`src/rtl/bwl_pkg.sv`:
```
// Package: bit positions and register selector shared by the write-guard block.
// Assumes a single 32-bit register port, one register written per cycle.
package bwl_pkg;
    localparam int DATA_W  = 32;
    // flash control register bit positions
    localparam int FC_WE   = 0;
    localparam int FC_LOCK = 1;
    localparam int FC_WP   = 5;
    // interrupt control register bit positions
    localparam int IC_GEN  = 0;
    localparam int IC_LOCK = 1;

    typedef enum logic {
        SEL_FLASH = 1'b0,
        SEL_INTR  = 1'b1
    } reg_sel_e;
endpackage

```
`src/rtl/bwl_flash_ctl.sv`:
```
// Flash control register: write-enable plus two set-only protection bits.
// Reports a protected 0-to-1 write-enable attempt; handler clear wins over a set.
module bwl_flash_ctl (
    input  logic clk,
    input  logic rst_n,
    input  logic wr,
    input  logic wd_we,
    input  logic wd_lock,
    input  logic wd_wp,
    input  logic we_clr,
    output logic we,
    output logic lock,
    output logic wp,
    output logic trap
);
    // trap: a software raise of write-enable while protection is active
    always_comb trap = wr && wd_we && !we && (lock || wp);

    // register update: sticky protection bits, handler clear has priority
    always_ff @(posedge clk) begin
        if (!rst_n) begin
            we   <= 1'b0;
            lock <= 1'b0;
            wp   <= 1'b0;
        end else begin
            if (wr) begin
                lock <= lock | wd_lock;
                wp   <= wp | wd_wp;
            end
            if (we_clr)  we <= 1'b0;
            else if (wr) we <= wd_we;
        end
    end
endmodule

```
`src/rtl/bwl_intr_ctl.sv`:
```
// Interrupt control register: global SMI enable and a set-only lock freezing it.
// Assumes the enable update uses the lock value held before the write.
module bwl_intr_ctl (
    input  logic clk,
    input  logic rst_n,
    input  logic wr,
    input  logic wd_gen,
    input  logic wd_lock,
    output logic gen,
    output logic lock
);
    // register update: enable writable only while unlocked, lock sticky
    always_ff @(posedge clk) begin
        if (!rst_n) begin
            gen  <= 1'b0;
            lock <= 1'b0;
        end else if (wr) begin
            if (!lock) gen <= wd_gen;
            lock <= lock | wd_lock;
        end
    end
endmodule

```
`src/rtl/bwl_smi_req.sv`:
```
// SMI request generator: a level set by any gated source, dropped on acknowledge.
// Assumes N_SRC sources; a new trigger wins over a simultaneous acknowledge.
module bwl_smi_req #(
    parameter int N_SRC = 2
) (
    input  logic             clk,
    input  logic             rst_n,
    input  logic [N_SRC-1:0] src,
    input  logic             gen,
    input  logic             ack,
    output logic             req
);
    logic hit;

    // gate all sources by the global enable
    always_comb hit = gen && (|src);

    // request level: set on hit, clear on ack otherwise
    always_ff @(posedge clk) begin
        if (!rst_n)   req <= 1'b0;
        else if (hit) req <= 1'b1;
        else if (ack) req <= 1'b0;
    end
endmodule

```
`src/rtl/bwl_smi_ctrl.sv`:
```
// Top: firmware flash write guard with SMI trap.
// Decodes the register port, reads back the selected register combinationally,
// and routes the protected-write trap and the generic source to the SMI request.
module bwl_smi_ctrl
    import bwl_pkg::*;
#(
    parameter int DW = DATA_W
) (
    input  logic          clk,
    input  logic          rst_n,
    input  logic          reg_wr,
    input  logic          reg_sel,
    input  logic [DW-1:0] reg_wdata,
    output logic [DW-1:0] reg_rdata,
    input  logic          smm_we_clr,
    input  logic          ext_smi,
    input  logic          smi_ack,
    output logic          flash_wr_en,
    output logic          smi_req
);
    localparam int N_SRC = 2;

    logic wr_flash, wr_intr;
    logic fc_we, fc_lock, fc_wp, fc_trap;
    logic ic_gen, ic_lock;
    logic [N_SRC-1:0] smi_src;
    logic wdata_unused;

    // write decode by selector
    always_comb begin
        wr_flash = reg_wr && (reg_sel == SEL_FLASH);
        wr_intr  = reg_wr && (reg_sel == SEL_INTR);
    end

    assign wdata_unused = ^{reg_wdata[DW-1:FC_WP+1], reg_wdata[FC_WP-1:FC_LOCK+1]};

    bwl_flash_ctl u_fc (
        .clk     (clk),
        .rst_n   (rst_n),
        .wr      (wr_flash),
        .wd_we   (reg_wdata[FC_WE]),
        .wd_lock (reg_wdata[FC_LOCK]),
        .wd_wp   (reg_wdata[FC_WP]),
        .we_clr  (smm_we_clr),
        .we      (fc_we),
        .lock    (fc_lock),
        .wp      (fc_wp),
        .trap    (fc_trap)
    );

    bwl_intr_ctl u_ic (
        .clk     (clk),
        .rst_n   (rst_n),
        .wr      (wr_intr),
        .wd_gen  (reg_wdata[IC_GEN]),
        .wd_lock (reg_wdata[IC_LOCK]),
        .gen     (ic_gen),
        .lock    (ic_lock)
    );

    assign smi_src = {ext_smi, fc_trap};

    bwl_smi_req #(.N_SRC(N_SRC)) u_req (
        .clk   (clk),
        .rst_n (rst_n),
        .src   (smi_src),
        .gen   (ic_gen),
        .ack   (smi_ack),
        .req   (smi_req)
    );

    // read mux: unimplemented bits return 0
    always_comb begin
        reg_rdata = '0;
        if (reg_sel == SEL_FLASH) begin
            reg_rdata[FC_WE]   = fc_we;
            reg_rdata[FC_LOCK] = fc_lock;
            reg_rdata[FC_WP]   = fc_wp;
        end else begin
            reg_rdata[IC_GEN]  = ic_gen;
            reg_rdata[IC_LOCK] = ic_lock;
        end
    end

    assign flash_wr_en = fc_we;
endmodule

```
`config.mk`:
```
export PLATFORM = sky130hd
export DESIGN_NAME = bwl_smi_ctrl
export DESIGN_NICKNAME = d
export VERILOG_FILES = /design/src/rtl/bwl_pkg.sv /design/src/rtl/bwl_flash_ctl.sv /design/src/rtl/bwl_intr_ctl.sv /design/src/rtl/bwl_smi_req.sv /design/src/rtl/bwl_smi_ctrl.sv
export SDC_FILE = /design/constraint.sdc
export NUM_CORES = 1
export LEC_CHECK = 0
export CAP_MARGIN = 20
export CORE_MARGIN = 1.5
export CORE_UTILIZATION = 23
export DETAILED_ROUTE_END_ITERATION = 7
export PLACE_DENSITY_LB_ADDON = 0.12
export SKIP_CTS_REPAIR_TIMING = 1
export SLEW_MARGIN = 10
export SYNTH_ARGS = -nofsm -noshare
export SYNTH_HDL_FRONTEND = slang
export SYNTH_SLANG_ARGS = --single-unit
```
`constraint.sdc`:
```
create_clock -name clk -period 0.8 [get_ports clk]
set_input_delay 0.08 -clock clk [delete_from_list [all_inputs] [get_ports clk]]
set_output_delay 0.08 -clock clk [all_outputs]
set_load 0.02 [all_outputs]
```
==> results.sh, run 1 <==
export IMPL_synth_cells=59
export IMPL_path_clk_slew_ps=50
export IMPL_die_height_um=49.9
export IMPL_drive_gt1_frac=0.313
export IMPL_drc_errors=0
export IMPL_setup_viol=5
export IMPL_clock_root_buffer="clkbuf_4"
export IMPL_start_util=0.250
export IMPL_syn_avg_cell_area_um2=8.57
export IMPL_synth_seq_cells=6
export IMPL_cap_violations=0
export IMPL_firstDrtPassIters=2
export IMPL_synth_flop_cell="dfxtp_1"
export IMPL_worstPathMaxFanout=2
export IMPL_final_area_um2=681
export IMPL_antennaDiodeCount=0
export IMPL_p_total_mw=0.898
export IMPL_area_growth_pct=34.7
export IMPL_clockBufferDepth=2
export IMPL_numCtsBuffers=3
export IMPL_grt_use_total=0.0707
export IMPL_dieArea_um2=2490
export IMPL_synth_warnings=0
export IMPL_fmax_mhz=958
export IMPL_port_buffers=14
export IMPL_slew_viol_final=0
export IMPL_place_ws_ps=-820
export IMPL_hold_violations=0
export IMPL_grtUsageMet1=0.0842
export IMPL_fin_crit_ps=1040
export IMPL_synth_area_leaders="buf_4 (43%), dfxtp_1 (24%), mux2_2 (4.5%)"
export IMPL_grt_util_met3=0.0576
export IMPL_fin_crit_sh=1.30
export IMPL_cp_data_arrival_time_ps=960
export IMPL_use_met2=0.0844
export IMPL_cts_tree="done"
export IMPL_postRouteAntennaNets=0
export IMPL_synth_top_area_share=0.431
export IMPL_grt_pass1_wl_um=1240
export IMPL_p_switching_mw=0.306
export IMPL_crit_type="reg2out"
export IMPL_grt_pass1_vias=278
export IMPL_htreeDepth=1
export IMPL_hp_class="in2reg"
export IMPL_gp_congestion=0.684
export IMPL_yosys_area_top_type="buf_4"
export IMPL_dpl_cell_area_um2=612
export IMPL_grt_max_degree=9
export IMPL_netSwitchingFraction=0.341
export IMPL_dp_hpwl_um=690
export IMPL_vias=364
export IMPL_p_int_mw=0.592
export IMPL_grt_busiest_layer="met2"
export IMPL_io_pins=73
export IMPL_syn_area_um2=505
export IMPL_rsz0062_at_grt="yes"
export IMPL_critPathRequiredTime_ps=720
export IMPL_grt_antenna_before_repair=0
export IMPL_peakVddDrop_mv=0.832
export IMPL_yosysUniqueCellTypes=20
export IMPL_fin_ws_ps=-243
export IMPL_rows=16
export IMPL_crit_path_end_kind="output port"
export IMPL_p_seq_frac=0.360
export IMPL_synth_edf_count=0
export IMPL_status="finished, violations left"
export IMPL_async_flop_share=0
export IMPL_grt_remaining_overflow=0
export IMPL_powerDensity_nw_per_um2=1320
export IMPL_core_area_um2=2020
export IMPL_routed_wl_um=852
export IMPL_worst_hold_slack_ps=200
export IMPL_fin_nets=124
export IMPL_fp_dieW_um=49.9
export IMPL_crit_path_start_kind="flop"
export IMPL_leakagePower_nw=0.353
export IMPL_violations="negative setup slack"
export IMPL_clkPwrFrac=0.319
export IMPL_clkLatencyLatePin_ps=250
export IMPL_detail_route_wl_per_cell_um=7.75
export IMPL_skew_ps=4.72
export IMPL_drt_iter0_markers=2
export IMPL_via_per_inst=3.31
export IMPL_p_comb_frac=0.322
export IMPL_clock_sinks=6
export IMPL_synth_seq_area_share=0.238
-- layer usage --
metal | up-vias | wire length, um
met1 | 148 | 396
met4 | 0 | 0
met3 | 0 | 108
met2 | 31 | 348
met5 | - | 0
li1 | 185 | -
-- synth_stat cells, types with 2 or more instances --
| cell type | n |
|---|---|
| nor2b_1 | 2 |
| o21ai_0 | 2 |
| buf_4 | 29 |
| nand2_1 | 4 |
| dfxtp_1 | 6 |
| mux2_2 | 2 |
-- metrics by stage --
stage                util  std cells  setup TNS, ps
finish              0.337        110           -751
floorplan               -         87              0
CTS                 0.314        108          -4050
global route        0.337        110           -973
detailed placement  0.303        105          -5070
global placement    0.303        105          -4830
-- layout by cell type, fill, tap and decap left out, types with 2 or more instances in the layout --
cell | netlist | routed
o21ai_1 | 0 | 2
nor2b_1 | 2 | 2
conb_1 | 1 | 29
clkbuf_4 | 0 | 3
nand2_1 | 4 | 4
buf_4 | 29 | 7
mux2_4 | 0 | 2
clkdlybuf4s50_1 | 0 | 6
dlymetal6s2s_1 | 0 | 3
buf_6 | 0 | 6
dfxtp_2 | 0 | 5
-- final cells by class --
cell class	count	area, um^2
Clock buffer	3	22.5
Fill cell	224	1340
Inverter	1	3.75
Multi-Input combinational cell	51	277
Sequential cell	6	126
Tap cell	27	33.8
Timing Repair Buffer	22	218
-- path summary, 6_finish.rpt --
path	start	endpoint	slack [ps]	cells past startpoint
max	u_fc.we	reg_rdata[0]	-240	2
min reg2reg	u_ic.lock	u_ic.lock	520	2
min	reg_wr	u_ic.gen	200	3
max reg2reg	u_fc.we	u_req.req	-20	3
-- worst max-delay path: stages (launching register included) --
cell and delay [ps]:
dfxtp_2 320, mux2_4 270, buf_6 130
-- kinds of logic after synthesis --
kind of cell	synth area share
AO/OA/AOI/OAI	0.104
buffers and inverters	0.438
flip-flops	0.238
multiplexers	0.0644
other	0.00742
AND/OR/NAND/NOR	0.148
-- power groups by stage --
stage	clock, mW	combinational, mW	sequential, mW
after floorplan	0	0.275	0.329
after global placement	0	0.272	0.328
after detailed placement	0	0.271	0.326
after CTS	0.309	0.272	0.320
after global routing	0.322	0.311	0.324
final	0.286	0.289	0.323
-- flip-flops by register name (all words and copies together), names as in the netlist --
register	cells
u_fc.we	1
u_ic.gen	1
u_req.req	1
u_fc.lock	1
u_fc.wp	1
u_ic.lock	1
Note: power is estimated with default switching activity, not from simulation.
==> run 2: changes to the inputs <==
--- a/config.mk
+++ b/config.mk
@@ -6,7 +6,6 @@
 export NUM_CORES = 1
 export LEC_CHECK = 0
 export CAP_MARGIN = 20
-export CORE_MARGIN = 1.5
 export CORE_UTILIZATION = 23
 export DETAILED_ROUTE_END_ITERATION = 7
 export PLACE_DENSITY_LB_ADDON = 0.12
==> run 2 against run 1 <==
Against the previous run: the run still ends with negative setup slack left; first-iteration DRC count grew to 5.0 times the previous value; non-clock buffer count decreased by 2; die area down 4.0%; final area is 2.9% lower; count of clock-buffer cells in the layout did not move; flip-flop and latch count is the same; worst setup slack lost 1.7 ps; cell count down 1.8%; power decreased by 0.72%; sequential power about the same; critical endpoint is now reg_rdata[1].
==> results.sh, run 2 (synthesis gave the netlist of run 1 again) <==
export IMPL_status="finished, violations left"
export IMPL_violations="negative setup slack"
export IMPL_clock_root_buffer="clkbuf_4"
export IMPL_reg2reg_depth=4
export IMPL_fin_ws_ps=-245
export IMPL_placedCellCount=105
export IMPL_cts_tree="done"
export IMPL_grt_max_degree=9
export IMPL_rr_startpoint="u_ic.gen"
export IMPL_layout_cells_most_common="conb_1"
export IMPL_fill_cells=232
export IMPL_hold_violations=0
export IMPL_skew_ps=3.95
export IMPL_crit_type="reg2out"
export IMPL_critPathRequiredTime_ps=720
export IMPL_fp_dieW_um=48.9
export IMPL_finalNonFillerCells=108
export IMPL_grt_pass1_wl_um=1350
export IMPL_grt_antenna_before_repair=0
export IMPL_post_route_util=0.327
export IMPL_start_util=0.250
export IMPL_seq_area_um2=125
export IMPL_grt_remaining_overflow=0
export IMPL_tns_ps=-745
export IMPL_port_buffers=14
export IMPL_clkLatencyLatePin_ps=240
export IMPL_cap_violations=0
export IMPL_multi_input_area_um2=277
export IMPL_core_area_um2=2020
export IMPL_cp_top_family="flip-flops"
export IMPL_drc_errors=0
export IMPL_crit_path_start_kind="flop"
export IMPL_r2r_slack_ps=-20
export IMPL_dieArea_um2=2390
export IMPL_detail_route_wl_per_cell_um=8.01
export IMPL_routed_wl_um=865
export IMPL_slowest_stage="dfxtp_2"
export IMPL_hold_start="rst_n"
export IMPL_area_growth_pct=30.7
export IMPL_fin_crit_sh=1.31
export IMPL_powerDensity_nw_per_um2=1350
export IMPL_grt_pass1_vias=306
export IMPL_rows=16
export IMPL_worstHoldPathCells=2
export IMPL_fmax_mhz=957
export IMPL_cp_data_arrival_time_ps=970
export IMPL_drt_iter0_markers=10
export IMPL_cp_cell_sequence="mux2_4 -> buf_6"
export IMPL_leakagePower_nw=0.341
export IMPL_htreeDepth=1
export IMPL_grt_use_total=0.0758
export IMPL_rsz0062_at_grt="yes"
export IMPL_antennaDiodeCount=0
export IMPL_drive_gt1_frac=0.284
export IMPL_place_ws_ps=-778
export IMPL_clockBufferDepth=2
export IMPL_gp_congestion=0.684
export IMPL_cpPeakStageDelay_ps=330
export IMPL_hp_class="in2reg"
export IMPL_slew_viol_final=0
export IMPL_worstPathMaxFanout=4
export IMPL_die_height_um=48.9
export IMPL_crit_path_end_kind="output port"
export IMPL_vias=370
export IMPL_path_clk_slew_ps=50
export IMPL_r2r_end="u_req.req"
export IMPL_fin_nets=122
export IMPL_clock_sinks=6
export IMPL_firstDrtPassIters=4
export IMPL_peakVddDrop_mv=0.564
export IMPL_dp_hpwl_um=675
export IMPL_critPathBufInv=1
export IMPL_io_pins=73
export IMPL_postRouteAntennaNets=0
export IMPL_via_per_inst=3.43
export IMPL_numCtsBuffers=3
export IMPL_min_to="u_fc.lock"
export IMPL_layout_common_cells="conb_1 (29), clkdlybuf4s50_1 (6), buf_4 (6)"
export IMPL_setup_viol=5
export IMPL_fin_crit_ps=1050
run 2: cell count changes in the layout (fill, tap and decap cells not counted), sizes merged:
cell	delta
buf	-2
run 2: per-stage QoR:
stage               hold slack, ps  cell area, um^2  power, mW
global placement               514              612      0.599
finish                         231              661      0.892
floorplan                      150              611      0.604
global route                   239              661      0.952
detailed placement             494              612      0.599
CTS                            390              634      0.897
run 2: worst max-delay path by stage:
stage                     depth (start not counted)  startpoint  slack (ps)            to
after floorplan                                   3   u_req.req           4     u_req.req
after global placement                            3     reg_sel        -760  reg_rdata[0]
after detailed placement                          3     reg_sel        -780  reg_rdata[1]
after CTS                                         3     reg_sel        -780  reg_rdata[1]
after global routing                              2   u_ic.lock        -280  reg_rdata[1]
final                                             2   u_ic.lock        -250  reg_rdata[1]
run 2: per-layer routing:
metal | GRT usage | up-vias | routed length, um
met3 | 0.0312 | 0 | 85
met1 | 0.102 | 158 | 407
li1 | - | 180 | -
met5 | 0 | - | 0
met4 | 0.0294 | 0 | 0
met2 | 0.106 | 32 | 372
run 2: layout make-up:
class	count	share of cell area
multi-input cells	51	0.419
repair buffers	20	0.301
flip-flops and latches	6	0.189
well taps	27	0.0511
clock buffers	3	0.0341
inverters	1	0.00568
run 2: report_power, final:
part | switching [mW] | internal [mW] | leakage (nW)
registers | 0.00845 | 0.314 | 0.0508
logic | 0.180 | 0.0997 | 0.277
clock network | 0.119 | 0.170 | 0.0138
